### config.mk
export PLATFORM = sky130hd
export DESIGN_NAME = opspace_decoder
export DESIGN_NICKNAME = d
export VERILOG_FILES = /design/src/rtl/opspace_pkg.sv /design/src/rtl/opspace_addr_map.sv /design/src/rtl/opspace_ram.sv /design/src/rtl/opspace_ctl_regs.sv /design/src/rtl/opspace_decoder.sv
export SDC_FILE = /design/constraint.sdc
export NUM_CORES = 1
export LEC_CHECK = 0
export ABC_AREA = 1
export BUFFER_PORTS_ARGS = -buffer_cell sky130_fd_sc_hd__buf_4
export CAP_MARGIN = 15
export CORE_MARGIN = 4
export CORE_UTILIZATION = 59
export DETAILED_ROUTE_END_ITERATION = 10
export PLACE_DENSITY_LB_ADDON = 0.15
export SYNTH_ARGS = -nofsm -noshare
export SYNTH_HDL_FRONTEND = slang
export SYNTH_SLANG_ARGS = --single-unit
### constraint.sdc
create_clock -name clk -period 2.15 [get_ports clk]
set_input_delay 0 -clock clk [delete_from_list [all_inputs] [get_ports clk]]
set_output_delay 0 -clock clk [all_outputs]
set_load 0.1 [all_outputs]
### src/rtl/opspace_pkg.sv
package opspace_pkg;

  typedef enum logic [2:0] {
    RGN_RAM   = 3'd0,
    RGN_SMALL = 3'd1,
    RGN_CFG   = 3'd2,
    RGN_PTR   = 3'd3,
    RGN_PIND  = 3'd4
  } rgn_e;

endpackage

### src/rtl/opspace_addr_map.sv
module opspace_addr_map
  import opspace_pkg::*;
#(
  parameter int ADDR_W    = 6,
  parameter int DATA_W    = 8,
  parameter int RAM_AW    = 5,
  parameter int SMALL_CNT = 16,
  parameter int CFG_CNT   = 12,
  parameter int PTR_W     = 5,
  localparam int CFG_IW   = $clog2(CFG_CNT)
) (
  input  logic [ADDR_W-1:0] addr,
  input  logic [PTR_W-1:0]  ptr0,
  input  logic [PTR_W-1:0]  ptr1,
  output rgn_e              rgn,
  output logic [RAM_AW-1:0] ram_idx,
  output logic              ptr_sel,
  output logic [DATA_W-1:0] small_val,
  output logic [CFG_IW-1:0] cfg_idx
);

  localparam int SMALL_BASE = 2 ** RAM_AW;
  localparam int CFG_BASE   = SMALL_BASE + SMALL_CNT;
  localparam int PTR_BASE   = CFG_BASE + CFG_CNT;

  // Pointer block is four words aligned on four: bit 1 picks the pointer,
  // bit 0 picks direct (pointer value) or indirect (RAM through pointer).
  always_comb begin
    rgn       = RGN_RAM;
    ram_idx   = addr[RAM_AW-1:0];
    ptr_sel   = addr[1];
    small_val = DATA_W'(addr - ADDR_W'(SMALL_BASE));
    cfg_idx   = CFG_IW'(addr - ADDR_W'(CFG_BASE));
    if (addr < ADDR_W'(SMALL_BASE)) begin
      rgn = RGN_RAM;
    end else if (addr < ADDR_W'(CFG_BASE)) begin
      rgn = RGN_SMALL;
    end else if (addr < ADDR_W'(PTR_BASE)) begin
      rgn = RGN_CFG;
    end else if (addr[0]) begin
      rgn     = RGN_PIND;
      ram_idx = RAM_AW'(addr[1] ? ptr1 : ptr0);
    end else begin
      rgn = RGN_PTR;
    end
  end

endmodule

### src/rtl/opspace_ram.sv
module opspace_ram #(
  parameter int DATA_W = 8,
  parameter int RAM_AW = 5,
  localparam int DEPTH = 2 ** RAM_AW
) (
  input  logic              clk,
  input  logic              we,
  input  logic              re,
  input  logic [RAM_AW-1:0] addr,
  input  logic [DATA_W-1:0] wdata,
  output logic [DATA_W-1:0] rdata
);

  logic [DATA_W-1:0] mem [DEPTH];

  // Single port, synchronous read: maps onto block RAM.
  always_ff @(posedge clk) begin
    if (we) mem[addr] <= wdata;
    if (re) rdata <= mem[addr];
  end

endmodule

### src/rtl/opspace_ctl_regs.sv
module opspace_ctl_regs #(
  parameter int DATA_W = 8,
  parameter int PTR_W  = 5
) (
  input  logic              clk,
  input  logic              rst,
  input  logic              ptr0_we,
  input  logic              ptr1_we,
  input  logic              jump_we,
  input  logic              clkc_we,
  input  logic [DATA_W-1:0] wdata,
  output logic [PTR_W-1:0]  ptr0,
  output logic [PTR_W-1:0]  ptr1,
  output logic              jump_req,
  output logic [DATA_W-1:0] jump_label,
  output logic              clk_wr,
  output logic [DATA_W-1:0] clk_ctrl
);

  always_ff @(posedge clk) begin
    if (rst) begin
      ptr0       <= '0;
      ptr1       <= '0;
      jump_req   <= 1'b0;
      jump_label <= '0;
      clk_wr     <= 1'b0;
      clk_ctrl   <= '0;
    end else begin
      jump_req <= jump_we;
      clk_wr   <= clkc_we;
      if (ptr0_we) ptr0 <= wdata[PTR_W-1:0];
      if (ptr1_we) ptr1 <= wdata[PTR_W-1:0];
      if (jump_we) jump_label <= wdata;
      if (clkc_we) clk_ctrl <= wdata;
    end
  end

  a_r6_jump_pulse: assert property (@(posedge clk) disable iff (rst)
    jump_we |=> jump_req && jump_label == $past(wdata));
  a_r6_jump_only_on_write: assert property (@(posedge clk) disable iff (rst)
    jump_req |-> $past(jump_we));
  a_r7_clk_load: assert property (@(posedge clk) disable iff (rst)
    clkc_we |=> clk_wr && clk_ctrl == $past(wdata));
  a_r7_clk_hold: assert property (@(posedge clk) disable iff (rst)
    !clkc_we |=> !clk_wr && $stable(clk_ctrl));

endmodule

### src/rtl/opspace_decoder.sv
module opspace_decoder
  import opspace_pkg::*;
#(
  parameter int ADDR_W    = 6,
  parameter int DATA_W    = 8,
  parameter int RAM_AW    = 5,
  parameter int SMALL_CNT = 16,
  parameter int CFG_CNT   = 12,
  parameter int PTR_W     = 5,
  parameter int HALT_BIT  = 7
) (
  input  logic                      clk,
  input  logic                      rst,
  input  logic                      acc_en,
  input  logic                      acc_we,
  input  logic [ADDR_W-1:0]         acc_addr,
  input  logic [DATA_W-1:0]         acc_wdata,
  input  logic [CFG_CNT*DATA_W-1:0] cfg_consts,
  output logic [DATA_W-1:0]         rd_data,
  output logic                      rd_valid,
  output logic                      jump_req,
  output logic [DATA_W-1:0]         jump_label,
  output logic                      clk_wr,
  output logic [DATA_W-1:0]         clk_ctrl,
  output logic                      halt
);

  localparam int CFG_IW     = $clog2(CFG_CNT);
  localparam int SMALL_BASE = 2 ** RAM_AW;
  localparam int CFG_BASE   = SMALL_BASE + SMALL_CNT;
  localparam int JUMP_ADDR  = SMALL_BASE;
  localparam int CLKC_ADDR  = SMALL_BASE + 1;

  rgn_e              rgn;
  logic [RAM_AW-1:0] ram_idx;
  logic              ptr_sel;
  logic [DATA_W-1:0] small_val;
  logic [CFG_IW-1:0] cfg_idx;
  logic [PTR_W-1:0]  ptr0, ptr1;
  logic [DATA_W-1:0] ram_q;
  logic [DATA_W-1:0] other_val;
  logic [DATA_W-1:0] other_q;
  logic              from_ram_q;

  logic do_rd, do_wr, hits_ram;
  assign do_rd    = acc_en && !acc_we;
  assign do_wr    = acc_en && acc_we;
  assign hits_ram = (rgn == RGN_RAM) || (rgn == RGN_PIND);

  opspace_addr_map #(
    .ADDR_W(ADDR_W), .DATA_W(DATA_W), .RAM_AW(RAM_AW),
    .SMALL_CNT(SMALL_CNT), .CFG_CNT(CFG_CNT), .PTR_W(PTR_W)
  ) map_i (
    .addr(acc_addr), .ptr0(ptr0), .ptr1(ptr1), .rgn(rgn),
    .ram_idx(ram_idx), .ptr_sel(ptr_sel), .small_val(small_val),
    .cfg_idx(cfg_idx)
  );

  opspace_ram #(.DATA_W(DATA_W), .RAM_AW(RAM_AW)) ram_i (
    .clk(clk), .we(do_wr && hits_ram), .re(do_rd && hits_ram),
    .addr(ram_idx), .wdata(acc_wdata), .rdata(ram_q)
  );

  opspace_ctl_regs #(.DATA_W(DATA_W), .PTR_W(PTR_W)) ctl_i (
    .clk(clk), .rst(rst),
    .ptr0_we(do_wr && rgn == RGN_PTR && !ptr_sel),
    .ptr1_we(do_wr && rgn == RGN_PTR && ptr_sel),
    .jump_we(do_wr && acc_addr == ADDR_W'(JUMP_ADDR)),
    .clkc_we(do_wr && acc_addr == ADDR_W'(CLKC_ADDR)),
    .wdata(acc_wdata), .ptr0(ptr0), .ptr1(ptr1),
    .jump_req(jump_req), .jump_label(jump_label),
    .clk_wr(clk_wr), .clk_ctrl(clk_ctrl)
  );

  // Non-RAM read value, chosen by region.
  always_comb begin
    unique case (rgn)
      RGN_SMALL: other_val = small_val;
      RGN_CFG:   other_val = cfg_consts[int'(cfg_idx)*DATA_W +: DATA_W];
      RGN_PTR:   other_val = DATA_W'(ptr_sel ? ptr1 : ptr0);
      default:   other_val = '0;
    endcase
  end

  always_ff @(posedge clk) begin
    if (rst) begin
      rd_valid   <= 1'b0;
      from_ram_q <= 1'b0;
      other_q    <= '0;
    end else begin
      rd_valid <= do_rd;
      if (do_rd) begin
        from_ram_q <= hits_ram;
        other_q    <= hits_ram ? '0 : other_val;
      end
    end
  end

  assign rd_data = from_ram_q ? ram_q : other_q;
  assign halt    = clk_ctrl[HALT_BIT];

  // read valid follows the read strobe by one cycle
  a_r10_valid_after_read: assert property (@(posedge clk) disable iff (rst)
    do_rd |=> rd_valid);
  a_r10_no_valid_otherwise: assert property (@(posedge clk) disable iff (rst)
    !do_rd |=> !rd_valid);
  // pointer reads come back zero-extended
  a_r4_ptr_zext: assert property (@(posedge clk) disable iff (rst)
    (do_rd && rgn == RGN_PTR) |=> (rd_data >> PTR_W) == '0);
  // small constants read back as their offset
  a_r2_small_const: assert property (@(posedge clk) disable iff (rst)
    (do_rd && rgn == RGN_SMALL) |=>
      rd_data == DATA_W'($past(acc_addr) - ADDR_W'(SMALL_BASE)));
  // writes into the constant range past the control words do nothing
  a_r8_ignored_write: assert property (@(posedge clk) disable iff (rst)
    (do_wr && acc_addr > ADDR_W'(CLKC_ADDR) && rgn != RGN_PTR && rgn != RGN_PIND
      && acc_addr >= ADDR_W'(SMALL_BASE)) |=> !jump_req && !clk_wr && $stable(clk_ctrl));
  // at most one result pulse per cycle
  a_r10_single_pulse: assert property (@(posedge clk) disable iff (rst)
    $onehot0({rd_valid, jump_req, clk_wr}));
  // configurable constant region is addressed inside the vector
  a_r3_cfg_range: assert property (@(posedge clk) disable iff (rst)
    (rgn == RGN_CFG) |-> int'(cfg_idx) < CFG_CNT && acc_addr >= ADDR_W'(CFG_BASE));

endmodule

==> metrics <==
cells after synthesis 1517; setup ws final 0.0984 ns; total half-perimeter wirelength after legalization and detailed placement 22700 µm; setup repair after global routing missed its margin no; initial antenna violation count 0; violations in the final reports hold timing; dominant register cell in the synthesized netlist edfxtp_1; number of global-route vias before repair 10700; dominant combinational cell family by area after synthesis simple AND/OR/NAND/NOR gates; count of flip-flops with a built-in enable after synthesis 264; critical path, cell by cell inv_1 -> o21ai_0 -> buf_4 -> o21ai_4 -> inv_2 -> nor2_4 -> inv_1 -> nor2_1 -> buf_4; sink count of the clock tree 302; final weighted congestion of routability-driven global placement 0.908; area growth from synthesis to final layout 19.4%; flop2flop setup slack 0.1 ns; Vert. Die Dim 162 µm; Setup crit end kind flop; number of flip-flops and latches in the synthesized netlist 302; number of endpoints with negative hold slack in the final report 1; post-synthesis adder-cell area fraction 0; total number of yosys warnings 0; hold slack -0.0356 ns; Core Rows 56; number of buffers inserted by post-CTS setup repair 0; ant diodes 0; Critical Path End ram_i.mem[26][0]; most used cells in the layout excluding fill and tap cells nand2_1 (680), edfxtp_1 (264), buf_4 (192), nand3_1 (167), nor2_1 (104); # nets final 1809; launching element type of the critical path flop; final total negative setup slack 0 ns; run status finished with violations; htree depth 1; critical path arrival 2.31 ns; largest net degree at the start of global routing 106; width of the die 162 µm; Post-Synthesis Mean Instance Area 9.23 µm²; Least-Margin Pin Slew 0.840 ns; startpoint of the most critical setup path ctl_i.ptr0[2]; mapped cell area 0.0140 mm²; number of nets with antenna violations after routing 0; total power divided by cell area 762 mW/mm²; clock latency on the worst-skew pair 0.55 ns; multiplexer share of the synthesized area 0.00563; initial standard-cell utilization of the core 0.598; library cell contributing the largest single delay on the critical path dfxtp_1; Top Ports 142; total area of multi-input combinational cells 0.00463 mm²; source of the worst register-to-register timing path ctl_i.ptr0[2]; Reg-to-Reg End ram_i.mem[26][0]; share of synthesized area occupied by flip-flops and latches 0.621; synthesized-area fraction occupied by xor and xnor cells 0; drt first-iter violations 1106; Worst path max stage delay 0.31 ns; minimum clock period after layout 2.05 ns; floorplan core area 0.0234 mm²; ratio of final minimum period to clock period 0.954; Setup CP Type flop to flop; upper clock frequency limit 487 MHz; maximum number of buffers from clock root to sink 3; clock tree from TritonCTS done; Slew Limit Fails 0; clock transition at the registers of the reported paths 0.06 ns; overall track demand over capacity in global routing 0.276; wire length after detailed routing 36900 µm; Lkg Pwr 7.21 nW; Hold Startpoint acc_we; pre-CTS WS 0.0341 ns; Setup violations, final 0; Req. time, crit path 2.41 ns; commonest non-fill, non-tap cell in the layout nand2_1; GRT overflow 0; post-synthesis compound-gate area fraction 0.0364; number of CTS-inserted buffers 31; footprint of the flip-flops and latches 0.00869 mm²; Min-Delay Path Class input pin to flop; Via-to-Cell Ratio 5.43; number of distinct library cells after synthesis 32; simple-gate area share of the yosys netlist 0.288; worst setup skew after layout 0.0106 ns; Pre-antenna DRT Iters 7; maximum VDD drop 967 µV; Die Area 0.0263 mm²; Maximum Capacitance Violations 0; async set-or-reset flop fraction in the synthesized netlist 0; Synth Net Count 1631; Relative slew margins 0.440; DRC 0; total via count in the routed design 11100; global-route wire length before repair 57200 µm; routed wire length per instance 18.1 µm; master cell of the clock root buffer clkbuf_16; worst r2r path cells 9; proportion of layout cells with a drive suffix above 1 0.159; number of port buffers 141; critical-path maximum fanout 9; count of fill cells added during filler insertion 1813
-- kinds of logic (layout without fill, tap and decap cells) --
| kind of cell | count (synthesis) | after routing |
|---|---|---|
| and+or+nand+nor | 980 | 980 |
| DFF | 302 | 302 |
| buffers and inverters | 134 | 335 |
| AOI/OAI and AO/OA | 94 | 94 |
| muxes | 7 | 7 |
-- worst min path at each step --
stage                       to  depth (start not counted)  slack (ns)
floorplan           other_q[6]                          1        0.07
global placement    other_q[5]                          2        0.30
detailed placement  other_q[3]                          2        0.30
CTS                 other_q[7]                          7       0.004
global route        from_ram_q                          5       0.006
finish              from_ram_q                          5       -0.04
-- layout make-up --
cell class              count  area share
repair buffers            227       0.110
clock inverters            12     0.00637
well taps                 319      0.0239
multi-input cells        1081       0.277
flip-flops and latches    302       0.520
clock buffers              44      0.0511
inverters                  52      0.0117
-- through the flow --
stage	total power, W	cells	instance area [µm²]	utilization
CTS	0.0128	2035	16700	0.713
finish	0.0127	2037	16700	0.714
global route	0.0132	2037	16700	0.714
detailed placement	0.00770	1952	15400	0.660
global placement	0.00769	1952	15400	0.660
floorplan	0.00724	1517	14000	-
-- flip-flops by register name (all words and copies together) (netlist names) --
register	cells
ram_i.mem	256
ctl_i.clk_ctrl	8
ctl_i.jump_label	8
other_q	8
ram_i.rdata	8
ctl_i.ptr0	5
ctl_i.ptr1	5
ctl_i.clk_wr	1
ctl_i.jump_req	1
from_ram_q	1
rd_valid	1
-- metal layers --
metal | up-vias | routed length [µm] | part of all wire | track usage
met5 | - | 0 | 0 | 0
met4 | 0 | 1050 | 0.028 | 0.0804
met3 | 79 | 3170 | 0.086 | 0.0482
met2 | 516 | 17800 | 0.48 | 0.475
met1 | 5087 | 14900 | 0.40 | 0.364
li1 | 5371 | - | - | -
-- worst max-delay path: cells and delay by family (launching register included) --
kind | cells | cell delay [ns]
compound gates | 2 | 0.37
buf+inv | 5 | 0.72
flops | 1 | 0.31
simple gates | 2 | 0.35
-- Yosys cell counts (7+ instances only) --
cell type / number / area share
a21oi_1: 31 / 0.011
buf_2: 43 / 0.015
buf_4: 13 / 0.0070
buf_6: 12 / 0.0097
clkbuf_1: 13 / 0.0035
dfxtp_1: 38 / 0.054
edfxtp_1: 264 / 0.57
inv_1: 45 / 0.012
mux2_2: 7 / 0.0056
nand2_1: 680 / 0.18
nand3_1: 167 / 0.060
nor2_1: 104 / 0.028
o21ai_0: 49 / 0.018
-- what timing repair did --
item                                    4_1_cts  5_1_grt
endpoints found under the setup margin        0        8
hold buffers                                 27        3
gates resized for setup                       0        2
hold endpoints to repair                    275        5
-- power breakdown --
group | switching [W] | internal, W
Sequential | 0.0000119 | 0.00640
Combinational | 0.000804 | 0.000420
Clock | 0.00213 | 0.00298
Power figures use the tool's default switching activity.
